### src/rtl/rte_pkg.sv
package rte_pkg;
    typedef enum logic [1:0] {
        TT_RSVD = 2'b00,
        TT_CIR  = 2'b01,
        TT_CBS  = 2'b10,
        TT_EBS  = 2'b11
    } tbl_type_e;

    typedef struct packed {
        logic       rnw;
        tbl_type_e  ttype;
        logic [4:0] addr;
    } cmd_t;

    typedef enum logic [1:0] {
        S_IDLE,
        S_DECODE,
        S_ACCESS,
        S_FINISH
    } eng_state_e;

    localparam logic [1:0] OFS_CMD   = 2'd0;
    localparam logic [1:0] OFS_STAT  = 2'd1;
    localparam logic [1:0] OFS_WDATA = 2'd2;
    localparam logic [1:0] OFS_RDATA = 2'd3;

    localparam logic [1:0] RM_PRIO = 2'b00;
    localparam logic [1:0] RM_PORT = 2'b01;
endpackage

### src/rtl/rte_ctrl_fsm.sv
module rte_ctrl_fsm
    import rte_pkg::*;
(
    input  logic clk,
    input  logic rst_n,
    input  logic cmd_wr,
    output logic accept,
    output logic pending,
    output logic do_access
);
    eng_state_e state_q, state_d;

    always_ff @(posedge clk) begin
        if (!rst_n) state_q <= S_IDLE;
        else        state_q <= state_d;
    end

    always_comb begin
        state_d = state_q;
        unique case (state_q)
            S_IDLE:   if (cmd_wr) state_d = S_DECODE;
            S_DECODE: state_d = S_ACCESS;
            S_ACCESS: state_d = S_FINISH;
            S_FINISH: state_d = S_IDLE;
        endcase
    end

    always_comb begin
        accept    = 1'b0;
        pending   = 1'b1;
        do_access = 1'b0;
        unique case (state_q)
            S_IDLE:   begin pending = 1'b0; accept = cmd_wr; end
            S_DECODE: ;
            S_ACCESS: do_access = 1'b1;
            S_FINISH: ;
        endcase
    end


    pend_len_chk: assert property (@(posedge clk) disable iff (!rst_n)
        $rose(pending) |=> pending ##1 pending ##1 !pending);


    accept_idle_chk: assert property (@(posedge clk) disable iff (!rst_n)
        accept |=> $rose(pending));
endmodule

### src/rtl/rte_host_regs.sv
module rte_host_regs
    import rte_pkg::*;
#(
    parameter int DATA_W = 16
) (
    input  logic              clk,
    input  logic              rst_n,
    input  logic              host_we,
    input  logic [1:0]        host_addr,
    input  logic [31:0]       host_wdata,
    input  logic              accept,
    input  logic              pending,
    input  logic              rd_load,
    input  logic [DATA_W-1:0] rd_value,
    output logic              cmd_wr,
    output cmd_t              cmd_q,
    output logic [DATA_W-1:0] wdata_q,
    output logic [31:0]       host_rdata
);
    localparam int CMD_W = $bits(cmd_t);

    logic [DATA_W-1:0] rdata_q;
    logic              unused_hi;

    assign unused_hi = ^host_wdata[31:DATA_W];
    assign cmd_wr    = host_we && (host_addr == OFS_CMD);

    always_ff @(posedge clk) begin
        if (!rst_n) begin
            cmd_q   <= '0;
            wdata_q <= '0;
            rdata_q <= '0;
        end else begin
            if (accept) cmd_q <= cmd_t'(host_wdata[CMD_W-1:0]);
            if (host_we && host_addr == OFS_WDATA) wdata_q <= host_wdata[DATA_W-1:0];
            if (rd_load) rdata_q <= rd_value;
        end
    end

    always_comb begin
        unique case (host_addr)
            OFS_CMD:   host_rdata = 32'(cmd_q);
            OFS_STAT:  host_rdata = {31'b0, pending};
            OFS_WDATA: host_rdata = 32'(wdata_q);
            OFS_RDATA: host_rdata = 32'(rdata_q);
        endcase
    end


    busy_hold_chk: assert property (@(posedge clk) disable iff (!rst_n)
        (cmd_wr && pending) |=> $stable(cmd_q));


    rdata_hold_chk: assert property (@(posedge clk) disable iff (!rst_n)
        !rd_load |=> $stable(rdata_q));
endmodule

### src/rtl/rte_table.sv
module rte_table
    import rte_pkg::*;
#(
    parameter int N_ENT  = 24,
    parameter int DATA_W = 16,
    parameter int GRP    = 8,
    parameter int PORT_W = 2,
    parameter int PRIO_W = 5
) (
    input  logic              clk,
    input  logic              rst_n,
    input  logic              wr_en,
    input  tbl_type_e         tsel,
    input  logic [4:0]        addr,
    input  logic [DATA_W-1:0] wdata,
    input  logic [1:0]        rate_mode,
    input  logic [PORT_W-1:0] tap_port,
    input  logic [PRIO_W-1:0] tap_prio,
    output logic [DATA_W-1:0] rd_data,
    output logic [DATA_W-1:0] tap_cir,
    output logic [DATA_W-1:0] tap_cbs,
    output logic [DATA_W-1:0] tap_ebs
);
    localparam int IDX_W = $clog2(N_ENT);
    localparam int GRP_W = $clog2(GRP);
    localparam int TAP_W = PORT_W + PRIO_W + 1;

    logic [DATA_W-1:0] rate_q [N_ENT];
    logic [DATA_W-1:0] cbs_q, ebs_q;
    logic              addr_ok, rate_we;
    logic [TAP_W-1:0]  tap_idx;

    assign addr_ok = 32'(addr) < N_ENT;
    assign rate_we = wr_en && (tsel == TT_CIR) && addr_ok;

    for (genvar g = 0; g < N_ENT; g++) begin : g_ent
        always_ff @(posedge clk) begin
            if (!rst_n) rate_q[g] <= '0;
            else if (rate_we && addr == 5'(g)) rate_q[g] <= wdata;
        end
    end

    always_ff @(posedge clk) begin
        if (!rst_n) begin
            cbs_q <= '0;
            ebs_q <= '0;
        end else begin
            if (wr_en && tsel == TT_CBS) cbs_q <= wdata;
            if (wr_en && tsel == TT_EBS) ebs_q <= wdata;
        end
    end

    always_comb begin
        unique case (tsel)
            TT_RSVD: rd_data = '0;
            TT_CIR:  rd_data = addr_ok ? rate_q[addr[IDX_W-1:0]] : '0;
            TT_CBS:  rd_data = cbs_q;
            TT_EBS:  rd_data = ebs_q;
        endcase
    end

    always_comb begin
        unique case (rate_mode)
            RM_PRIO: tap_idx = TAP_W'(tap_prio);
            RM_PORT: tap_idx = TAP_W'(tap_port);
            default: tap_idx = TAP_W'(tap_port) * TAP_W'(GRP) + TAP_W'(tap_prio[GRP_W-1:0]);
        endcase
        tap_cir = (32'(tap_idx) < N_ENT) ? rate_q[tap_idx[IDX_W-1:0]] : '0;
    end

    assign tap_cbs = cbs_q;
    assign tap_ebs = ebs_q;


    rsvd_nochg_chk: assert property (@(posedge clk) disable iff (!rst_n)
        (wr_en && tsel == TT_RSVD) |=> ($stable(cbs_q) && $stable(ebs_q)));


    burst_hold_chk: assert property (@(posedge clk) disable iff (!rst_n)
        !(wr_en && tsel == TT_CBS) |=> $stable(tap_cbs));
endmodule

### src/rtl/rate_tbl_engine.sv
module rate_tbl_engine
    import rte_pkg::*;
#(
    parameter int N_ENT  = 24,
    parameter int DATA_W = 16,
    parameter int GRP    = 8,
    parameter int PORT_W = 2,
    parameter int PRIO_W = 5
) (
    input  logic              clk,
    input  logic              rst_n,
    input  logic              host_we,
    input  logic [1:0]        host_addr,
    input  logic [31:0]       host_wdata,
    output logic [31:0]       host_rdata,
    input  logic [1:0]        rate_mode,
    input  logic [PORT_W-1:0] tap_port,
    input  logic [PRIO_W-1:0] tap_prio,
    output logic [DATA_W-1:0] tap_cir,
    output logic [DATA_W-1:0] tap_cbs,
    output logic [DATA_W-1:0] tap_ebs
);
    logic              cmd_wr, accept, pending, do_access;
    cmd_t              cmd_q;
    logic [DATA_W-1:0] wdata_q, tbl_rd;

    rte_ctrl_fsm i_fsm (
        .clk(clk), .rst_n(rst_n), .cmd_wr(cmd_wr),
        .accept(accept), .pending(pending), .do_access(do_access)
    );

    rte_host_regs #(.DATA_W(DATA_W)) i_regs (
        .clk(clk), .rst_n(rst_n), .host_we(host_we), .host_addr(host_addr),
        .host_wdata(host_wdata), .accept(accept), .pending(pending),
        .rd_load(do_access && cmd_q.rnw), .rd_value(tbl_rd),
        .cmd_wr(cmd_wr), .cmd_q(cmd_q), .wdata_q(wdata_q), .host_rdata(host_rdata)
    );

    rte_table #(
        .N_ENT(N_ENT), .DATA_W(DATA_W), .GRP(GRP), .PORT_W(PORT_W), .PRIO_W(PRIO_W)
    ) i_tbl (
        .clk(clk), .rst_n(rst_n), .wr_en(do_access && !cmd_q.rnw),
        .tsel(cmd_q.ttype), .addr(cmd_q.addr), .wdata(wdata_q),
        .rate_mode(rate_mode), .tap_port(tap_port), .tap_prio(tap_prio),
        .rd_data(tbl_rd), .tap_cir(tap_cir), .tap_cbs(tap_cbs), .tap_ebs(tap_ebs)
    );
endmodule

### config.mk
export PLATFORM = sky130hd
export DESIGN_NAME = rate_tbl_engine
export DESIGN_NICKNAME = d
export VERILOG_FILES = /design/src/rtl/rte_pkg.sv /design/src/rtl/rte_ctrl_fsm.sv /design/src/rtl/rte_host_regs.sv /design/src/rtl/rte_table.sv /design/src/rtl/rate_tbl_engine.sv
export SDC_FILE = /design/constraint.sdc
export NUM_CORES = 1
export LEC_CHECK = 0
export BUFFER_PORTS_ARGS = -buffer_cell sky130_fd_sc_hd__buf_2
export CORE_AREA = 2 2 295 297
export CTS_BUF_LIST = sky130_fd_sc_hd__clkbuf_8 sky130_fd_sc_hd__clkbuf_16
export DETAILED_ROUTE_END_ITERATION = 10
export DIE_AREA = 0 0 297 299
export GPL_TIMING_DRIVEN = 1
export HOLD_SLACK_MARGIN = 0.06
export PLACE_DENSITY_LB_ADDON = 0.1
export SLEW_MARGIN = 15
export SYNTH_ARGS = -nofsm -noshare
export SYNTH_HDL_FRONTEND = slang
export SYNTH_SLANG_ARGS = --single-unit
### constraint.sdc
create_clock -name clk -period 5.5 [get_ports clk]
set_clock_uncertainty 0.05 [all_clocks]
set_input_delay 1.375 -clock clk [delete_from_list [all_inputs] [get_ports clk]]
set_output_delay 1.375 -clock clk [all_outputs]
set_load 0.03 [all_outputs]
==> summary.txt, run 1 <==
Run status
  • Run status: finished clean

Detailed routing
  • DRC violation total after the first TritonRoute iteration: ~1500
  • Overall via count from detail_route: between 15000 and 20000
  • Antenna-violating nets left: 0
  • Avg Vias per Cell: 5.08
  • Detailed-route wire length per cell: 29.0 µm
  • Aggregate routed wire length: 93300 µm
  • DRC violation count after routing: 0
  • Iteration count of the initial detailed-routing pass: 5

Synthesis
  • Number of flops mapped to enable cells by yosys: 384
  • Area fraction in compound gates after synthesis: 7.36%
  • Mean cell area of the mapped netlist: between 10 and 15 µm²
  • Top cells by area in the synthesized netlist: edfxtp_1 (47%), mux4_2 (14%), and2_1 (9.8%)
  • Cell taking the most area after synthesis: edfxtp_1
  • Yosys reg bits: 463
  • Post-synth design cell area: approximately 25000 µm²
  • Library cells used by synthesis: 45
  • Simple logic cell fraction of the synthesized area: 16.2%
  • Area share of fa/ha/maj cells after synthesis: less than 1%
  • FFs w/ async S/R, synth: 0%
  • Synth Instances: 1936
  • Most common flop cell mapped by yosys: edfxtp_1
  • Share of the yosys chip area belonging to registers: 53.3%
  • Area fraction of the dominant cell type after synthesis: 46.9%
  • Warnings, synthesis: 0
  • Dominant combinational cell family by area after synthesis: multiplexers
  • Area share of xor/xnor cells in the synthesized design: 0%
  • Post-synthesis mux area share: 19.1%

Global routing
  • First-pass GRT wire length: 131000 µm
  • Antenna violations before repair: 3
  • GRT Total Usage: 20.8%
  • Sum of overflow across all layers after global routing: 0
  • Vias in the first global route: 17042
  • Largest net degree at the start of global routing: 54

Die
  • Die Wd: 297 µm
  • Die area: slightly below 90000 µm²
  • Starting density of the core: 28.6%
  • Io pins: 126
  • Vertical extent of the die: 299 µm
  • Area inside the core boundary: between 80000 and 90000 µm²
  • Standard-cell row count: 108

Final layout
  • Cell area after layout: 28600 µm²
  • Fill count: 8564
  • Share of final-layout standard cells stronger than drive strength 1: 25.2%
  • Area grow syn2layout: 16.3%
  • Post-layout net count: 2069

Clock network
  • TritonCTS Buffers: 54
  • Number of buffers on the longest clock path: 3
  • CTS tree: done
  • TritonCTS sink count: 463
  • Post-CTS clock slew at the launch and capture registers of the worst setup and hold paths: 0.06 ns
  • Clock Latency Late Sink: 0.61 ns
  • Number of instances resized during post-cts repair: 0
  • Buffer cell driving the clock tree root: clkbuf_16
  • Number of levels the H-tree was split into: 2

STA
  • Hold Vio Cnt, Final: 0
  • Final critical-path share of the clock period: 99.6%
  • Highest Clock Rate: 183 MHz
  • Setup_tns: 0 ns
  • Final setup fails: 0
  • Final max-slew violation count: 0
  • Minimum period implied by the final worst setup slack: between 5 and 6 ns
  • Slew at the pin closest to its max-slew limit: approximately 1.1 ns
  • Unrepaired setup endpoints after global routing: false
  • Worst-case setup margin in the final layout: roughly 0.021 ns
  • Normalized max-slew margin: 24.7%

Setup path
  • Startpoint Class: input port
  • Endpoint class of the critical path: output pin
  • Worst path buffer plus inverter count: 6
  • Crit path required time: 4.07 ns
  • Largest fanout on the critical path: 33
  • Setup slack of the worst register-to-register path: around 1.9 ns
  • Critical Path Max Stage Delay: 0.41 ns
  • Crit path cell chain: buf_2 > and2b_4 > buf_12 > mux2_4 > buf_12 > buf_12 > buf_12 > mux4_2 > nand2b_1 > o211ai_1 > buf_2
  • Class of the most critical setup path: input port to output pin
  • Worst-path cell with the longest stage delay: mux2_4
  • CP delay by family, top: buffers and inverters
  • Data arrival time of the worst path: 4.05 ns
  • Library cell appearing most often on the critical path: buf_12

Power and ir drop
  • Power density cells: 302 nW/µm²
  • Leakage power: just over 10 nW
  • Power consumption: 0.00863 W
  • Max rail drop VDD: 169 µV

Hold path
  • Hold crit path type: flip-flop to flip-flop

Place
  • Placed cell areas: 26800 µm²
  • Place WS: 0.0211 ns
  • Detail Placement HPWL: 60200 µm
  • IO buf count: 93
  • Routability Congestion: 0.814

Flow run
  • Max-cap violations: 0
worst reg2reg max path: stages (launching register included):
cell	delay, ns
dfxtp_1	0.31
inv_1	0.10
ha_1	0.22
nor2b_1	0.28
nand3b_1	0.20
nor3b_1	0.74
nand3b_1	0.39
nor2_2	0.97
and2_1	0.25
report_power, final:
part,switching [W],internal (W)
logic,0.000719,0.000431
registers,0.0000940,0.00390
clock network,0.00151,0.00199
placed cells by master, fill, tap and decap left out, types with 17 or more instances in the layout:
master     netlist  layout
a21boi_0        63      63
a21oi_1         18      18
a22oi_1         17      17
a31oi_1         31      30
and2_1         385     385
buf_2           23      93
buf_4           35     102
clkbuf_16        0      57
dfxtp_1         79      76
edfxtp_1       384     384
inv_1            6      21
mux2_2          25      24
mux2i_1        101      99
mux4_2         151     151
nand2_1        182     182
nand2b_1        24      24
nand3_1         24      24
nor2_1          66      45
nor2_2           0      21
o21ai_2          0      21
registers in the layout, summed over array words and instances (netlist names), named ones only:
signal	count
i_regs.wdata_q	16
i_tbl.tap_cbs	16
i_regs.cmd_q	8
i_fsm.state_q	2
i_tbl.tap_ebs	16
i_regs.rdata_q	16
i_tbl.rate_q	384
layout make-up:
type,instances,area [µm²],area share [%]
Sequential cell,463,13100,45.9
Multi-Input combinational cell,1285,10800,37.8
Timing Repair Buffer,210,1530,5.35
Clock buffer,60,1470,5.13
Tap cell,1155,1450,5.05
Clock inverter,38,215,0.752
Inverter,6,22.5,0.0787
Antenna cell,1,2.50,0.00875
synthesized netlist by cell type (6+ instances only):
master / number
o211ai_1: 16
mux4_2: 151
o31ai_1: 17
mux2i_1: 101
nand2b_1: 24
and2_1: 385
buf_2: 23
buf_4: 35
edfxtp_1: 384
nand3_1: 24
or4_1: 15
a31oi_1: 31
a22o_1: 15
mux2_2: 25
o221ai_1: 16
clkbuf_1: 131
a21boi_0: 63
inv_1: 6
a21oi_1: 18
nand2_1: 182
a22oi_1: 17
nor2_1: 66
a211o_1: 15
dfxtp_1: 79
o21ai_0: 35
nor2b_1: 14
per-stage QoR:
| step | hold slack (ns) | std cells | utilization, % |
|---|---|---|---|
| finish | 0.434 | 3218 | 33.3 |
| global route | 0.454 | 3217 | 33.3 |
| CTS | 0.433 | 3209 | 33.2 |
| detailed placement | 0.421 | 3111 | 31.2 |
| global placement | 0.416 | 3111 | 31.2 |
| floorplan | 0.388 | 1951 | - |
repair_timing:
action	CTS	global route
hold buffers	0	0
buffers inserted	0	8
endpoints found under the setup margin	0	1
kinds of logic after synthesis:
logic type | Yosys count
AND/OR/NAND/NOR | 734
flip-flops | 463
multiplexers | 278
AO/OA/AOI/OAI | 254
buffers and inverters | 203
adder cells (fa/ha/maj) | 3
other | 1
routing by layer:
layer	routed length, µm	vias to the layer above	GRT usage [%]
li1	-	7312	-
met1	40800	8505	27.8
met2	45400	421	35.0
met3	4740	101	3.50
met4	2450	0	5.76
met5	0	-	0
final timing paths:
path,start,to,cells after the start
setup / recovery,rate_mode[1],tap_cir[13],11
hold / removal,i_tbl.tap_ebs[15],i_tbl.tap_ebs[15],2
setup reg to reg,i_fsm.state_q[0],i_tbl.rate_q[22][3],8
hold reg to reg,i_tbl.tap_ebs[15],i_tbl.tap_ebs[15],2
Power figures use the tool's default switching activity.
==> inputs of run 2 (changes only) <==
--- a/config.mk
+++ b/config.mk
@@ -13,6 +13,7 @@
 export GPL_TIMING_DRIVEN = 1
 export HOLD_SLACK_MARGIN = 0.06
 export PLACE_DENSITY_LB_ADDON = 0.1
+export REMOVE_ABC_BUFFERS = 1
 export SLEW_MARGIN = 15
 export SYNTH_ARGS = -nofsm -noshare
 export SYNTH_HDL_FRONTEND = slang
==> constraint.sdc (replaced) <==
create_clock -name clk -period 6.75 [get_ports clk]
set_clock_uncertainty 0.05 [all_clocks]
set_input_delay 1.6875 -clock clk [delete_from_list [all_inputs] [get_ports clk]]
set_output_delay 1.6875 -clock clk [all_outputs]
set_load 0.03 [all_outputs]
==> run 2 against run 1 <==
Sequential share of layout area increased by 0.54 points. Non-clock buffer count decreased by 36. Final area decreased by 1.2%. Largest power group unchanged. Worst hold slack got worse by 0.0069 ns. Register-to-register slack improved by 1.3 ns. Core utilization decreased by 0.38 points. Power decreased by 18%. Count of clock-buffer cells in the layout increased by 1. Die area unchanged. Worst setup slack improved by 0.51 ns. Flip-flop and latch count unchanged. Clock power decreased by 16%. Critical endpoint is now tap_cir[5].
==> summary.txt, run 2 (synthesized netlist as in run 1, its figures left out) <==
Final layout
  • Cell area after layout: 28300 µm²
  • Register name with the most flops: i_tbl.rate_q
  • Count of non-filler cells in the finished layout: about 3200
  • Area grow syn2layout: 14.9%
  • Most frequent standard cell in the layout excluding fill and tap cells: and2_1
  • Highest-count cells in the layout ignoring fill and taps: and2_1 (385), edfxtp_1 (384), nand2_1 (182)
  • Share of final-layout standard cells stronger than drive strength 1: a little under a quarter
  • Post-layout net count: 2036
  • Flip-flop count of the largest register, all copies and words added: 384

Global routing
  • First-pass GRT wire length: 128000 µm
  • Largest net degree at the start of global routing: 38
  • Vias in the first global route: roughly 17000
  • GRT Total Usage: between 20 and 25%
  • Antenna violations before repair: 6
  • Sum of overflow across all layers after global routing: 0

STA
  • Highest Clock Rate: 161 MHz
  • Unrepaired setup endpoints after global routing: false
  • Final max-slew violation count: 0
  • Normalized max-slew margin: 16.3%
  • Final setup fails: 0
  • Hold Vio Cnt, Final: 0
  • Slew at the pin closest to its max-slew limit: about 1.3 ns
  • Setup_tns: 0 ns
  • Final-layout worst hold slack: 0.427 ns
  • Minimum period implied by the final worst setup slack: 6.21 ns
  • Final critical-path share of the clock period: 92.1%

Clock network
  • Number of buffers on the longest clock path: 3
  • Post-CTS clock slew at the launch and capture registers of the worst setup and hold paths: 0.05 ns
  • TritonCTS sink count: 463
  • TritonCTS Buffers: 57
  • CTS tree: done
  • Number of levels the H-tree was split into: 2
  • Clock Latency Late Sink: 0.63 ns
  • Number of buffers inserted by hold repair at cts: 0
  • Count of buffers added by post-CTS timing repair for setup: 0
  • Number of instances resized during post-cts repair: 0
  • Buffer cell driving the clock tree root: clkbuf_16

Detailed routing
  • DRC violation count after routing: 0
  • Iteration count of the initial detailed-routing pass: 5
  • DRC violation total after the first TritonRoute iteration: 1392
  • Overall via count from detail_route: 16165
  • Aggregate routed wire length: 91200 µm
  • Avg Vias per Cell: 5.07
  • Detailed-route wire length per cell: 28.6 µm
  • Antenna-violating nets left: 0

Setup path
  • Startpoint Class: input port
  • Endpoint of the most critical register-to-register path: i_tbl.rate_q[17][15]
  • Register-to-Register Path Depth: 8
  • Setup slack of the worst register-to-register path: between 3 and 4 ns
  • Endpoint class of the critical path: output pin
  • Largest fanout on the critical path: 18
  • Class of the most critical setup path: input port to output pin
  • Crit path required time: 5.01 ns
  • FF-to-FF Start: i_fsm.state_q[0]
  • Data arrival time of the worst path: roughly 4.5 ns

Run status
  • Run status: finished clean

Power and ir drop
  • Power density cells: 250 nW/µm²
  • Leakage power: 9.93 nW
  • Max rail drop VDD: 165 µV

Die
  • Area inside the core boundary: ~86000 µm²
  • Starting density of the core: 28.6%
  • Die area: 88800 µm²
  • Standard-cell row count: 108
  • Die Wd: between 200 and 300 µm
  • Vertical extent of the die: 299 µm
  • Io pins: ~130

Hold path
  • Worst hold path cell count: 2
  • Worst Hold End: i_tbl.tap_cbs[13]
  • Startpoint of the lowest-slack hold path: i_tbl.tap_cbs[13]
  • Hold crit path type: flip-flop to flip-flop

Place
  • Detail Placement HPWL: 58700 µm
  • IO buf count: 93
  • Routability Congestion: 0.818
  • Number of placed instances, taps included: 3083
  • Placed cell areas: 26500 µm²

Flow run
  • Max-cap violations: 0
[run 2: changes by cell type in the layout (fill, tap and decap cells not counted), sizes merged]
cell	before	now
clkinvlp	1	0
diode	1	2
bufinv	2	3
clkinv	19	21
buf	210	174
clkbuf	60	61
inv	22	23
[run 2: worst max path at each step]
stage                  from          end  slack, ns  depth (start not counted)
4_1_cts        rate_mode[1]  tap_cir[13]       0.59                         10
5_1_grt        rate_mode[1]   tap_cir[1]       0.49                          9
2_1_floorplan  rate_mode[1]   tap_cir[0]       0.49                          6
3_3_place_gp   rate_mode[1]  tap_cir[13]       0.60                          9
6_report       rate_mode[1]   tap_cir[5]       0.54                         10
3_5_place_dp   rate_mode[1]  tap_cir[13]       0.59                         10
[run 2: final cells by class]
class / count / area (µm²)
diodes: 2 / 5.00
clock buffers: 61 / 1480
clock inverters: 41 / 251
fillers: 8625 / 57700
inverters: 6 / 22.5
multi-input cells: 1285 / 10800
flip-flops and latches: 463 / 13100
well taps: 1155 / 1450
repair buffers: 174 / 1160
[run 2: power breakdown]
| group | total, W | internal (W) | switching, W |
|---|---|---|---|
| Combinational | 0.000894 | 0.000325 | 0.000569 |
| Sequential | 0.00326 | 0.00318 | 0.0000787 |
| Clock | 0.00292 | 0.00167 | 0.00124 |
| Total | 0.00706 | 0.00517 | 0.00189 |
[run 2: worst max-delay path, cell delays in order]
cell and delay, ns:
buf_2 0.16, and2b_4 0.33, buf_4 0.28, mux2i_2 0.24
buf_4 0.32, o31ai_1 0.12, a211o_1 0.34, a21boi_0 0.15
o211ai_1 0.50, buf_2 0.32
[run 2: routing by layer]
metal / global-route usage (%) / vias up / wire (µm)
met5: 0 / - / 0
met2: 33.9 / 504 / 43800
li1: - / 7256 / -
met1: 26.9 / 8303 / 39300
met3: 4.01 / 102 / 5710
met4: 5.71 / 0 / 2300
[run 2: stage by stage]
step / total power, W / setup WS [ns] / utilization, %
2_1_floorplan: 0.00381 / 0.490 / -
3_3_place_gp: 0.00421 / 0.598 / 30.9
3_5_place_dp: 0.00422 / 0.592 / 30.9
4_1_cts: 0.00715 / 0.588 / 32.9
5_1_grt: 0.00731 / 0.495 / 32.9
6_report: 0.00706 / 0.536 / 32.9
